`config.mk`:
```
export PLATFORM = sky130hd
export DESIGN_NAME = priv_stack_ctrl
export DESIGN_NICKNAME = d
export VERILOG_FILES = /design/src/rtl/priv_pkg.sv /design/src/rtl/mode_fsm.sv /design/src/rtl/mask_reg.sv /design/src/rtl/sp_bank.sv /design/src/rtl/priv_stack_ctrl.sv
export SDC_FILE = /design/constraint.sdc
export NUM_CORES = 1
export LEC_CHECK = 0
export BUFFER_PORTS_ARGS = -buffer_cell sky130_fd_sc_hd__buf_2
export CAP_MARGIN = 15
export CORE_MARGIN = 5
export CORE_UTILIZATION = 40
export DETAILED_ROUTE_END_ITERATION = 6
export PLACE_DENSITY = 0.74
export SLEW_MARGIN = 5
export SYNTH_ARGS = -nofsm -noshare
export SYNTH_HDL_FRONTEND = slang
export SYNTH_HIERARCHICAL = 1
export SYNTH_SLANG_ARGS = --single-unit
```
`constraint.sdc`:
```
create_clock -name clk -period 2.1 [get_ports clk]
set_input_delay 0.315 -clock clk [delete_from_list [all_inputs] [get_ports clk]]
set_output_delay 0.315 -clock clk [all_outputs]
set_load 0.02 [all_outputs]
```
`src/rtl/priv_pkg.sv`:
```
package priv_pkg;

  typedef enum logic {
    MODE_THREAD  = 1'b0,
    MODE_HANDLER = 1'b1
  } mode_e;

  localparam int unsigned NUM_SP_BANKS = 2;
  localparam int unsigned BANK_MAIN    = 0;
  localparam int unsigned BANK_PROCESS = 1;

  // privilege as seen from mode and the thread control bit
  function automatic logic priv_of(input mode_e m, input logic thread_unpriv);
    return (m == MODE_HANDLER) || !thread_unpriv;
  endfunction

endpackage

```
`src/rtl/mode_fsm.sv`:
```
module mode_fsm
  import priv_pkg::*;
(
  input  logic clk,
  input  logic rst_n,
  input  logic exc_enter,
  input  logic exc_return,
  input  logic ret_unpriv,
  input  logic ctrl_wr,
  input  logic ctrl_wdata,
  output logic mode_handler,
  output logic privileged,
  output logic ctrl_fault
);

  mode_e mode_q;
  logic  thread_unpriv_q;
  logic  fault_q;

  // named events
  logic in_thread;
  logic ev_enter;
  logic ev_return;
  logic ev_ctrl_ok;
  logic ev_ctrl_bad;

  assign in_thread   = (mode_q == MODE_THREAD);
  assign privileged  = priv_of(mode_q, thread_unpriv_q);
  assign ev_enter    = exc_enter;
  assign ev_return   = exc_return && !in_thread && !exc_enter;
  assign ev_ctrl_ok  = ctrl_wr && !exc_enter && in_thread && !thread_unpriv_q;
  assign ev_ctrl_bad = ctrl_wr && !exc_enter && in_thread && thread_unpriv_q;

  always_ff @(posedge clk or negedge rst_n) begin
    if (!rst_n) begin
      mode_q          <= MODE_THREAD;
      thread_unpriv_q <= 1'b0;
      fault_q         <= 1'b0;
    end else begin
      fault_q <= ev_ctrl_bad;
      if (ev_enter) begin
        mode_q <= MODE_HANDLER;
      end else if (ev_return) begin
        mode_q          <= MODE_THREAD;
        thread_unpriv_q <= ret_unpriv;
      end else if (ev_ctrl_ok) begin
        thread_unpriv_q <= ctrl_wdata;
      end
    end
  end

  assign mode_handler = (mode_q == MODE_HANDLER);
  assign ctrl_fault   = fault_q;

  p_enter_handler_r2: assert property (@(posedge clk) disable iff (!rst_n)
    exc_enter |=> (mode_handler && privileged));

  p_drop_priv_r4: assert property (@(posedge clk) disable iff (!rst_n)
    (ctrl_wr && ctrl_wdata && !exc_enter && !mode_handler && privileged) |=> !privileged);

  p_refused_ctrl_r5: assert property (@(posedge clk) disable iff (!rst_n)
    (ctrl_wr && !exc_enter && !mode_handler && !privileged) |=> (ctrl_fault && !privileged));

  p_return_r6: assert property (@(posedge clk) disable iff (!rst_n)
    (exc_return && mode_handler && !exc_enter) |=>
      (!mode_handler && (privileged == !$past(ret_unpriv))));

  p_enter_wins_r10: assert property (@(posedge clk) disable iff (!rst_n)
    (exc_enter && ctrl_wr) |=> !ctrl_fault);

  p_regain_priv_r11: assert property (@(posedge clk) disable iff (!rst_n)
    $rose(privileged) |-> $past(exc_enter));

endmodule

```
`src/rtl/mask_reg.sv`:
```
module mask_reg (
  input  logic clk,
  input  logic rst_n,
  input  logic priv_now,
  input  logic wr,
  input  logic wdata,
  output logic mask
);

  logic mask_q;
  logic wr_accept;

  assign wr_accept = wr && priv_now;

  always_ff @(posedge clk or negedge rst_n) begin
    if (!rst_n) mask_q <= 1'b0;
    else if (wr_accept) mask_q <= wdata;
  end

  assign mask = mask_q;

  p_mask_guard_r9: assert property (@(posedge clk) disable iff (!rst_n)
    (wr && !priv_now) |=> $stable(mask_q));

  p_mask_load_r9: assert property (@(posedge clk) disable iff (!rst_n)
    (wr && priv_now) |=> (mask_q == $past(wdata)));

endmodule

```
`src/rtl/sp_bank.sv`:
```
module sp_bank
  import priv_pkg::*;
#(
  parameter int unsigned SP_W  = 32,
  parameter int unsigned ALIGN = 2
) (
  input  logic            clk,
  input  logic            rst_n,
  input  logic            sel_process,
  input  logic            wr,
  input  logic [SP_W-1:0] wdata,
  output logic [SP_W-1:0] rdata
);

  localparam logic [SP_W-1:0] ALIGN_MASK = ~((SP_W'(1) << ALIGN) - SP_W'(1));

  function automatic logic [SP_W-1:0] align_sp(input logic [SP_W-1:0] v);
    return v & ALIGN_MASK;
  endfunction

  logic [SP_W-1:0] bank_q [NUM_SP_BANKS];
  logic [NUM_SP_BANKS-1:0] bank_we;

  assign bank_we[BANK_MAIN]    = wr && !sel_process;
  assign bank_we[BANK_PROCESS] = wr && sel_process;

  for (genvar b = 0; b < NUM_SP_BANKS; b++) begin : g_bank
    always_ff @(posedge clk or negedge rst_n) begin
      if (!rst_n) bank_q[b] <= '0;
      else if (bank_we[b]) bank_q[b] <= align_sp(wdata);
    end

    p_aligned_r8: assert property (@(posedge clk) disable iff (!rst_n)
      (bank_q[b] & ~ALIGN_MASK) == '0);
  end

  assign rdata = sel_process ? bank_q[BANK_PROCESS] : bank_q[BANK_MAIN];

  p_one_bank_r8: assert property (@(posedge clk) disable iff (!rst_n)
    $onehot0(bank_we));

  p_main_kept_r8: assert property (@(posedge clk) disable iff (!rst_n)
    (wr && sel_process) |=> $stable(bank_q[BANK_MAIN]));

  p_proc_kept_r8: assert property (@(posedge clk) disable iff (!rst_n)
    (wr && !sel_process) |=> $stable(bank_q[BANK_PROCESS]));

endmodule

```
`src/rtl/priv_stack_ctrl.sv`:
```
module priv_stack_ctrl
  import priv_pkg::*;
#(
  parameter int unsigned SP_W = 32
) (
  input  logic            clk,
  input  logic            rst_n,
  input  logic            exc_enter,
  input  logic            exc_return,
  input  logic            ret_unpriv,
  input  logic            ctrl_wr,
  input  logic            ctrl_wdata,
  input  logic            mask_wr,
  input  logic            mask_wdata,
  input  logic            sp_wr,
  input  logic [SP_W-1:0] sp_wdata,
  output logic            mode_handler,
  output logic            privileged,
  output logic            sp_sel_process,
  output logic [SP_W-1:0] sp_rdata,
  output logic            exc_mask,
  output logic            ctrl_fault
);

  logic use_process;

  mode_fsm u_mode (
    .clk          (clk),
    .rst_n        (rst_n),
    .exc_enter    (exc_enter),
    .exc_return   (exc_return),
    .ret_unpriv   (ret_unpriv),
    .ctrl_wr      (ctrl_wr),
    .ctrl_wdata   (ctrl_wdata),
    .mode_handler (mode_handler),
    .privileged   (privileged),
    .ctrl_fault   (ctrl_fault)
  );

  assign use_process    = !privileged;
  assign sp_sel_process = use_process;

  mask_reg u_mask (
    .clk      (clk),
    .rst_n    (rst_n),
    .priv_now (privileged),
    .wr       (mask_wr),
    .wdata    (mask_wdata),
    .mask     (exc_mask)
  );

  sp_bank #(.SP_W(SP_W), .ALIGN(2)) u_sp (
    .clk         (clk),
    .rst_n       (rst_n),
    .sel_process (use_process),
    .wr          (sp_wr),
    .wdata       (sp_wdata),
    .rdata       (sp_rdata)
  );

  p_handler_main_r3: assert property (@(posedge clk) disable iff (!rst_n)
    mode_handler |-> (privileged && !sp_sel_process));

  p_process_thread_r7: assert property (@(posedge clk) disable iff (!rst_n)
    sp_sel_process |-> !mode_handler);

endmodule

```
==> metrics.md, run 1 <==
| Metric | Value |
|---|---|
| Cell Rows | `30` |
| Yosys synthesis warning count | `6` |
| Ant diodes | `0` |
| Layout Cells excl Fill | `367` |
| Antenna-violating nets left | `0` |
| Final GP Congestion | `0.652` |
| Cell depth of the worst flop-to-flop path | `6` |
| # DRC | `0` |
| Crit share post-route | `94.7%` |
| Crit path time final | `1990 ps` |
| Dpl hpwl | `3830 um` |
| Largest Register | `u_sp/bank_q` |
| Commonest non-fill, non-tap cell in the layout | `buf_2` |
| Clock sink count | `64` |
| CTS H-tree depth | `3` |
| Final #Nets | `308` |
| Seq cells post-synth | `64` |
| DIE WIDTH | `93.5 um` |
| Leakage | `1.64 nW` |
| Min-delay src | `exc_enter` |
| Min-delay worst type | `primary input to flop` |
| CTS max path bufs | `2` |
| Layout cells sized above 1 | `49.1%` |
| Synth Area in Compound Gates | `0.539%` |
| CP Depth | `5` |
| Drt pass-1 iters | `4` |
| Final hold violation count | `0` |
| Met2 wire len | `2590 um` |
| Sequential share of the synthesized area | `57.5%` |
| Crit path DAT | `1670 ps` |
| Filler cell count | `606` |
| Worst setup path class | `flop to primary output` |
| Wire per inst | `14.4 um` |
| Crit path buffers/inverters | `3` |
| DR top layer | `met4` |
| Die Area | `0.00873 mm^2` |
| Simple-gate share of the synthesized area | `2.38%` |
| Adder-Cell Fraction of Synth Area | `0%` |
| Root buffer cell | `clkbuf_8` |
| Routed wire length | `5300 um` |
| CTS tree | `done` |
| Worst setup EP type | `primary output` |
| Met3 wire len | `293 um` |
| First-pass GRT wire length | `8970 um` |
| VDD IR max | `0.000605 V` |
| Crit path from | `u_mode/mode_handler$_DFFE_PN0P_` |
| Met1 wire length | `2320 um` |
| Via count | `1726` |
| CP peak stage delay | `390 ps` |
| Least-Margin Pin Slew | `523 ps` |
| CP startpoint kind | `flop` |
| Final Hold Slack | `202 ps` |
| XOR/XNOR Fraction of Synth Area | `0%` |
| Max Cap Viol | `0` |
| Worst Clk Skew | `6.21 ps` |
| Syn avg cell area | `15.5 um^2` |
| Ports | `79` |
| Largest family of logic cells by synthesized area | `multiplexers` |
| Hold Path Depth | `2` |
| Post-Synthesis Cells | `180` |
| Vias in the first global route | `1868` |
| Max reg flops | `60` |
| Clk_lat worst skew | `320 ps` |
| Worst EP required | `1780 ps` |
| Worst Path Max Fanout | `17` |
| Final Max Tran Viols | `0` |
| Max Fclk | `503 MHz` |
| Post-synth cell types | `17` |
| Die Ht | `93.5 um` |
| Congestion Overflow GR | `0` |
| Slew margin rel. | `65.1%` |
| Initial Utilization | `41.0%` |
| Pin count of the biggest net entering global routing | `25` |
| Vias per inst | `4.70` |
| Mux contribution to synthesized area | `36.9%` |
| Syn Std Cell Area | `0.00279 mm^2` |
| Total CTS buffers | `9` |
| Core area | `0.00679 mm^2` |
| GRT Util Overall | `13.3%` |
| CP max stage cell | `dfrtp_1` |
| Delay-heaviest family, CP | `buffers and inverters` |
| Final TNS setup | `0 ps` |
| Clk slew on worst S/H paths | `70 ps` |
| Most frequent cells in the layout | `buf_2 (74), dfrtp_1 (64), mux2_1 (60)` |
| Run status | `finished, final reports clean` |
| PwrDens | `994 mW/mm^2` |
| 1st-iter DRT viols | `45` |
| Final setup viols | `0` |
| Worst-path cell chain | `nand2b_4 -> inv_2 -> buf_12 -> mux2_2 -> buf_2` |
| Inst Count DP | `348` |
| Port buffer count | `74` |
| Unrepaired setup endpoints after global routing | `no` |
| Worst r2r src | `u_mode/mode_handler$_DFFE_PN0P_` |
| Area Growth Syn to Fin | `27.4%` |
| Initial antenna violation count | `0` |
final cells by class:
type	count	area (um^2)	area share, %
clock buffer	13	159	4.48
timing repair buffer	85	493	13.9
multi-input combinational	103	1120	31.7
clock inverter	3	40.0	1.13
tap	96	120	3.38
inverter	3	11.3	0.317
sequential	64	1600	45.1
power breakdown:
part           switching (mW)  internal, mW
Clock                   0.430         0.611
Combinational           0.446         0.430
Sequential              0.117          1.49
path summary, 6_finish.rpt:
path                                                   end  slack [ps]
min in group asynchronous  u_mode/mode_handler$_DFFE_PN0P_         510
max in group asynchronous      u_sp/bank_q[54]$_DFFE_PN0P_         890
max                                           sp_rdata[17]         110
min reg2reg                    u_sp/bank_q[43]$_DFFE_PN0P_         480
min                            u_mode/ctrl_fault$_DFF_PN0_         200
max reg2reg                    u_sp/bank_q[62]$_DFFE_PN0P_         460
cell families after synthesis:
| kind of cell | Yosys count |
|---|---|
| buffers and inverters | 14 |
| other | 1 |
| DFF | 64 |
| muxes | 91 |
| AOI/OAI and AO/OA | 2 |
| and+or+nand+nor | 8 |
Yosys cell counts:
master,n,area share [%]
buf_4,2,0.54
nand3b_1,1,0.27
mux2_4,1,0.54
dfrtp_1,64,57
a31oi_1,1,0.22
a21o_2,1,0.31
and4bb_1,1,0.45
conb_1,1,0.13
inv_1,3,0.40
mux2_1,60,24
buf_2,9,1.6
nor2b_1,1,0.22
mux2_2,30,12
nor3b_1,1,0.27
nand2b_4,1,0.49
nand2_1,2,0.27
nand4bb_1,1,0.40
per-stage QoR:
stage	instance area [um^2]	power [mW]	setup slack, ps	util, %
floorplan	2790	2.21	218	-
global placement	3310	2.48	292	48.8
detailed placement	3310	2.52	282	48.8
CTS	3530	3.59	28.9	52.0
global route	3550	3.75	35.0	52.2
finish	3550	3.53	111	52.2
repair_timing:
item	CTS	global route
hold buffers	1	0
setup buffers	0	2
resized for setup	4	0
pin swaps	0	0
endpoints found under the setup margin	15	17
endpoints found under the hold margin	22	0
routing by layer:
| metal | GRT usage (%) | up-vias |
|---|---|---|
| met4 | 5.49 | 0 |
| met5 | 0 | - |
| met3 | 3.86 | 9 |
| met2 | 21.6 | 51 |
| li1 | - | 809 |
| met1 | 16.5 | 857 |
Power figures use the tool's default switching activity.
==> run 2, diff against run 1 <==
Settings changed: SKIP_CTS_REPAIR_TIMING from default to 1, SLEW_MARGIN 5 to 25.
Clock period 2.1 ns to 2.5 ns, I/O delays scaled along.
==> run 2 against run 1 <==
Final cell count down 0.82%; die area did not move; first-iteration DRC count down 67%; non-clock buffer count down 3; register-to-register slack improved by 160 ps; global-route usage is essentially flat; worst setup slack improved by 220 ps; clock-buffer cell count increased by 1; clock power down 9.9%; power is 15% lower; wire length shrank 0.64%; critical path type unchanged; critical endpoint is now sp_rdata[12].
==> metrics.md, run 2 (synthesis gave the netlist of run 1 again) <==
| Metric | Value |
|---|---|
| Port buffer count | `74 (unchanged)` |
| Largest Register | `u_sp/bank_q (unchanged)` |
| Place WS | `591 ps (was 282 ps)` |
| VDD IR max | `0.000442 V (was 0.000605 V)` |
| Core area | `0.00679 mm^2 (unchanged)` |
| Util after Layout | `51.8% (was 52.2%)` |
| Final TNS setup | `0 ps (unchanged)` |
| Crit path DAT | `1800 ps (was 1670 ps)` |
| CP startpoint kind | `flop (unchanged)` |
| Drt pass-1 iters | `3 (was 4)` |
| DIE WIDTH | `93.5 um (unchanged)` |
| Ports | `79 (unchanged)` |
| CTS max path bufs | `2 (unchanged)` |
| Worst Path Max Fanout | `17 (unchanged)` |
| Crit path buffers/inverters | `3 (unchanged)` |
| Run status | `finished, final reports clean (unchanged)` |
| Clk_lat worst skew | `330 ps (was 320 ps)` |
| Final #Nets | `305 (was 308)` |
| Initial antenna violation count | `0 (unchanged)` |
| Initial Utilization | `41.0% (unchanged)` |
| Delay-heaviest family, CP | `buffers and inverters (unchanged)` |
| Leakage | `1.64 nW (about the same)` |
| Min-delay worst type | `primary input to async pin (was primary input to flop)` |
| Die Ht | `93.5 um (unchanged)` |
| Root buffer cell | `clkbuf_8 (unchanged)` |
| Unrepaired setup endpoints after global routing | `no (unchanged)` |
| Net Sw Frac | `27.8% (was 28.1%)` |
| PwrDens | `856 mW/mm^2 (was 994 mW/mm^2)` |
| Dpl hpwl | `3830 um (about the same)` |
| Most frequent cells in the layout | `buf_2 (74), dfrtp_1 (64), mux2_1 (60) (unchanged)` |
| First-pass GRT wire length | `8940 um (was 8970 um)` |
| Final Max Tran Viols | `0 (unchanged)` |
| P_sw | `0.838 mW (was 0.993 mW)` |
| Worst setup path class | `flop to primary output (unchanged)` |
| Antenna-violating nets left | `0 (unchanged)` |
| Congestion Overflow GR | `0 (unchanged)` |
| Commonest non-fill, non-tap cell in the layout | `buf_2 (unchanged)` |
| Final hold violation count | `0 (unchanged)` |
| CP max stage cell | `dfrtp_1 (unchanged)` |
| Vias in the first global route | `1922 (was 1868)` |
| Worst Clk Skew | `5.73 ps (was 6.21 ps)` |
| Post-layout worst setup margin | `328 ps (was 111 ps)` |
| Clock power frac | `31.1% (was 29.5%)` |
| Area Growth Syn to Fin | `26.3% (was 27.4%)` |
| Ant diodes | `0 (unchanged)` |
| Pin count of the biggest net entering global routing | `37 (was 25)` |
| Max reg flops | `60 (unchanged)` |
| Layout cells sized above 1 | `48.9% (was 49.1%)` |
| Vias per inst | `4.65 (was 4.70)` |
| Clk slew on worst S/H paths | `70 ps (about the same)` |
| Final setup viols | `0 (unchanged)` |
| CP peak stage delay | `420 ps (was 390 ps)` |
| Cell Int Power | `2.17 mW (was 2.53 mW)` |
| Comb power frac | `23.9% (was 24.8%)` |
| Crit share post-route | `86.9%` |
| # DRC | `0 (unchanged)` |
| Routed wire length | `5260 um (was 5300 um)` |
| Reg-to-reg slack, setup | `620 ps (was 460 ps)` |
| Total CTS buffers | `9 (unchanged)` |
| Max Fclk | `460 MHz` |
| 1st-iter DRT viols | `15 (was 45)` |
| RR Endpoint | `u_sp/bank_q[53]$_DFFE_PN0P_ (was u_sp/bank_q[62]$_DFFE_PN0P_)` |
| Final GP Congestion | `0.661 (was 0.652)` |
| CTS tree | `done (unchanged)` |
| CTS H-tree depth | `3 (unchanged)` |
| Crit path time final | `2170 ps` |
| Max Cap Viol | `0 (unchanged)` |
| Wire per inst | `14.5 um (was 14.4 um)` |
| Die Area | `0.00873 mm^2 (unchanged)` |
| Via count | `1694 (was 1726)` |
| Cell Rows | `30 (unchanged)` |
| Worst setup EP type | `primary output (unchanged)` |
| Worst EP required | `2120 ps (was 1780 ps)` |
| Register share of total power | `45.0% (was 45.7%)` |
| Worst-path cell chain | `nand2b_4 -> inv_1 -> buf_4 -> mux2_2 -> buf_2 (was nand2b_4 -> inv_2 -> buf_12 -> mux2_2 -> buf_2)` |
| Worst r2r src | `u_mode/mode_handler$_DFFE_PN0P_ (unchanged)` |
| Filler cell count | `601 (was 606)` |
| Cell depth of the worst flop-to-flop path | `6 (unchanged)` |
| GRT Util Overall | `13.3% (about the same)` |
| Clock sink count | `64 (unchanged)` |
## run 2: cell types whose count changed in the layout (fill, tap and decap cells not counted)
cell           previous run  this run
buf_12                    3         1
clkinv_2                  2         1
inv_1                     2         3
clkbuf_8                 11        13
dlygate4sd3_1             1         0
clkbuf_1                  2         1
inv_2                     1         0
## run 2: power by group through the flow
stage	clock [mW]	combinational, mW	sequential, mW
floorplan	0	0.510	1.35
global placement	0	0.718	1.36
detailed placement	0	0.736	1.38
CTS	0.976	0.740	1.36
global route	1.01	0.787	1.39
finish	0.937	0.720	1.35
## run 2: how the worst max path moves through the flow
stage / end / cells past startpoint / start / slack (ps)
detailed placement: u_sp/bank_q[53]$_DFFE_PN0P_ / 6 / u_mode/mode_handler$_DFFE_PN0P_ / 590
finish: sp_rdata[12] / 5 / u_mode/mode_handler$_DFFE_PN0P_ / 330
CTS: sp_rdata[12] / 5 / u_mode/mode_handler$_DFFE_PN0P_ / 280
global placement: u_sp/bank_q[58]$_DFFE_PN0P_ / 6 / u_mode/mode_handler$_DFFE_PN0P_ / 630
floorplan: sp_rdata[10] / 4 / u_mode/mode_handler$_DFFE_PN0P_ / 560
global route: sp_rdata[12] / 5 / u_mode/mode_handler$_DFFE_PN0P_ / 230
## run 2: per-layer routing
layer	up-vias	GRT usage [%]	routed length (um)
li1	805	-	-
met1	823	16.5	2320
met2	53	21.1	2530
met3	13	3.46	296
met4	0	7.33	121
met5	-	0	0
## run 2: layout make-up
class	instances	area [um^2]	share of cell area, %
timing repair buffer	82	443	12.6
inverter	3	11.3	0.320
sequential	64	1600	45.5
clock inverter	2	35.0	0.996
multi-input combinational	103	1120	32.0
tap	96	120	3.41
clock buffer	14	183	5.19
## run 2: per-stage QoR
stage          cell area, um^2  hold slack (ps)  total power [mW]  cells
6_report                  3520             55.9              3.01    364
5_1_grt                   3520             73.1              3.19    364
4_1_cts                   3520             50.1              3.07    364
3_5_place_dp              3300              418              2.11    348
3_3_place_gp              3300              414              2.08    348
2_1_floorplan             2790             79.4              1.86    181
==> run 3, diff against run 2 <==
Settings changed: MAX_ROUTING_LAYER from default to met4.
==> run 3 against run 2 <==
Non-clock buffer count unchanged; worst setup slack got worse by 1.8 ps; sequential share of layout area unchanged; largest cell class unchanged; design area stayed put; combinational power is essentially flat.
==> metrics.md, run 3 (synthesis gave the netlist of run 1 again) <==
| Metric | Value |
|---|---|
| Run status | `finished, final reports clean (unchanged)` |
| CTS H-tree depth | `3 (unchanged)` |
| Vias in the first global route | `1923 (was 1922)` |
| Most frequent cells in the layout | `buf_2 (74), dfrtp_1 (64), mux2_1 (60) (unchanged)` |
| Vias per inst | `4.66 (was 4.65)` |
| Ports | `79 (unchanged)` |
| Final GP Congestion | `0.667 (was 0.661)` |
| Crit share post-route | `87.0% (was 86.9%)` |
| Layout cells sized above 1 | `48.9% (unchanged)` |
| Footprint of the multi-input gates | `0.00112 mm^2 (unchanged)` |
| Die Area | `0.00873 mm^2 (unchanged)` |
| CP startpoint kind | `flop (unchanged)` |
| M3 GR Usage | `3.06% (was 3.46%)` |
| Core area | `0.00679 mm^2 (unchanged)` |
| Clk_lat worst skew | `330 ps (about the same)` |
| GRT Max-Usage Layer | `met2 (unchanged)` |
| First-pass GRT wire length | `8940 um (unchanged)` |
| Final TNS setup | `0 ps (unchanged)` |
| Met1 Use GR | `16.6% (was 16.5%)` |
| Congestion Overflow GR | `0 (unchanged)` |
| Max Cap Viol | `0 (unchanged)` |
| Inst Count DP | `348 (unchanged)` |
| Via count | `1697 (was 1694)` |
| # DRC | `0 (unchanged)` |
| Layout Cells excl Fill | `364 (unchanged)` |
| Largest Register | `u_sp/bank_q (unchanged)` |
| PwrDens | `856 mW/mm^2 (about the same)` |
| GRT Util Overall | `13.6% (was 13.3%)` |
| Worst setup EP type | `primary output (unchanged)` |
| Max Fclk | `460 MHz (about the same)` |
| Wire per inst | `14.5 um (about the same)` |
| Port buffer count | `74 (unchanged)` |
| Initial Utilization | `41.0% (unchanged)` |
| VDD IR max | `0.000446 V (was 0.000442 V)` |
| Total CTS buffers | `9 (unchanged)` |
| Util after Layout | `51.8% (unchanged)` |
| 1st-iter DRT viols | `16 (was 15)` |
| Clock sink count | `64 (unchanged)` |
| Filler cell count | `601 (unchanged)` |
| Min-delay worst type | `primary input to async pin (unchanged)` |
| Crit path DAT | `1800 ps (about the same)` |
| Final hold violation count | `0 (unchanged)` |
| Drt pass-1 iters | `4 (was 3)` |
| Routed wire length | `5270 um (was 5260 um)` |
| Final setup viols | `0 (unchanged)` |
| Initial antenna violation count | `0 (unchanged)` |
| Area Growth Syn to Fin | `26.3% (unchanged)` |
| Post-layout worst setup margin | `326 ps (was 328 ps)` |
| M2 GR Usage | `21.1% (about the same)` |
| CTS tree | `done (unchanged)` |
| Final #Nets | `305 (unchanged)` |
| CTS max path bufs | `2 (unchanged)` |
| Place WS | `591 ps (unchanged)` |
| Finished Cell Area | `0.00352 mm^2 (unchanged)` |
| Final Max Tran Viols | `0 (unchanged)` |
| Commonest non-fill, non-tap cell in the layout | `buf_2 (unchanged)` |
| Ant diodes | `0 (unchanged)` |
| Antenna-violating nets left | `0 (unchanged)` |
| DIE WIDTH | `93.5 um (unchanged)` |
| Worst setup path class | `flop to primary output (unchanged)` |
| Max reg flops | `60 (unchanged)` |
| Unrepaired setup endpoints after global routing | `no (unchanged)` |
| Worst Path Max Fanout | `17 (unchanged)` |
| Die Ht | `93.5 um (unchanged)` |
| Cell Rows | `30 (unchanged)` |
| Crit path time final | `2170 ps (about the same)` |
| Sequential cell area | `0.00160 mm^2 (unchanged)` |
| Worst Clk Skew | `5.69 ps (was 5.73 ps)` |
| Worst EP required | `2120 ps (about the same)` |
| Leakage | `1.64 nW (unchanged)` |
| Placed instance area | `0.00330 mm^2 (unchanged)` |
| Clk slew on worst S/H paths | `60 ps (was 70 ps)` |
| Pin count of the biggest net entering global routing | `37 (unchanged)` |
| Dpl hpwl | `3830 um (unchanged)` |
| Root buffer cell | `clkbuf_8 (unchanged)` |
-- run 3: metal layers --
metal	vias to the layer above	wire length [um]
met1	825	2340
met5	-	0
met3	12	272
met2	56	2570
li1	804	-
met4	0	90
-- run 3: worst paths after layout --
path,from,to,slack (ps),depth (start not counted)
worst min register to register,u_sp/bank_q[59]$_DFFE_PN0P_,u_sp/bank_q[59]$_DFFE_PN0P_,480,1
worst min-delay path,rst_n,u_sp/bank_q[43]$_DFFE_PN0P_,50,2
worst max register to register,u_mode/mode_handler$_DFFE_PN0P_,u_sp/bank_q[53]$_DFFE_PN0P_,620,6
max in group asynchronous,rst_n,u_sp/bank_q[28]$_DFFE_PN0P_,2080,2
min in group clk,exc_enter,u_mode/ctrl_fault$_DFF_PN0_,250,2
worst max-delay path,u_mode/mode_handler$_DFFE_PN0P_,sp_rdata[12],330,5
-- run 3: final cells by class --
type | instances | area share [%]
repair buffers | 82 | 12.6
flip-flops and latches | 64 | 45.5
inverters | 3 | 0.320
clock buffers | 14 | 5.19
clock inverters | 2 | 0.996
multi-input cells | 103 | 32.0
well taps | 96 | 3.41
-- run 3: critical path: stages (launching register included) --
cell	delay, ps
dfrtp_1	420
nand2b_4	180
inv_1	70
buf_4	260
mux2_2	370
buf_2	160
-- run 3: power by group --
part / switching, mW / internal [mW] / leakage, nW
Sequential: 0.0989 / 1.26 / 0.751
Combinational: 0.371 / 0.349 / 0.772
Clock: 0.369 / 0.569 / 0.113
Total: 0.839 / 2.17 / 1.64
-- run 3: metrics by stage --
step / total power, mW / hold slack (ps)
after floorplan: 1.86 / 79.4
after global placement: 2.08 / 414
after detailed placement: 2.11 / 418
after CTS: 3.07 / 50.1
after global routing: 3.18 / 73.1
final: 3.01 / 54.5
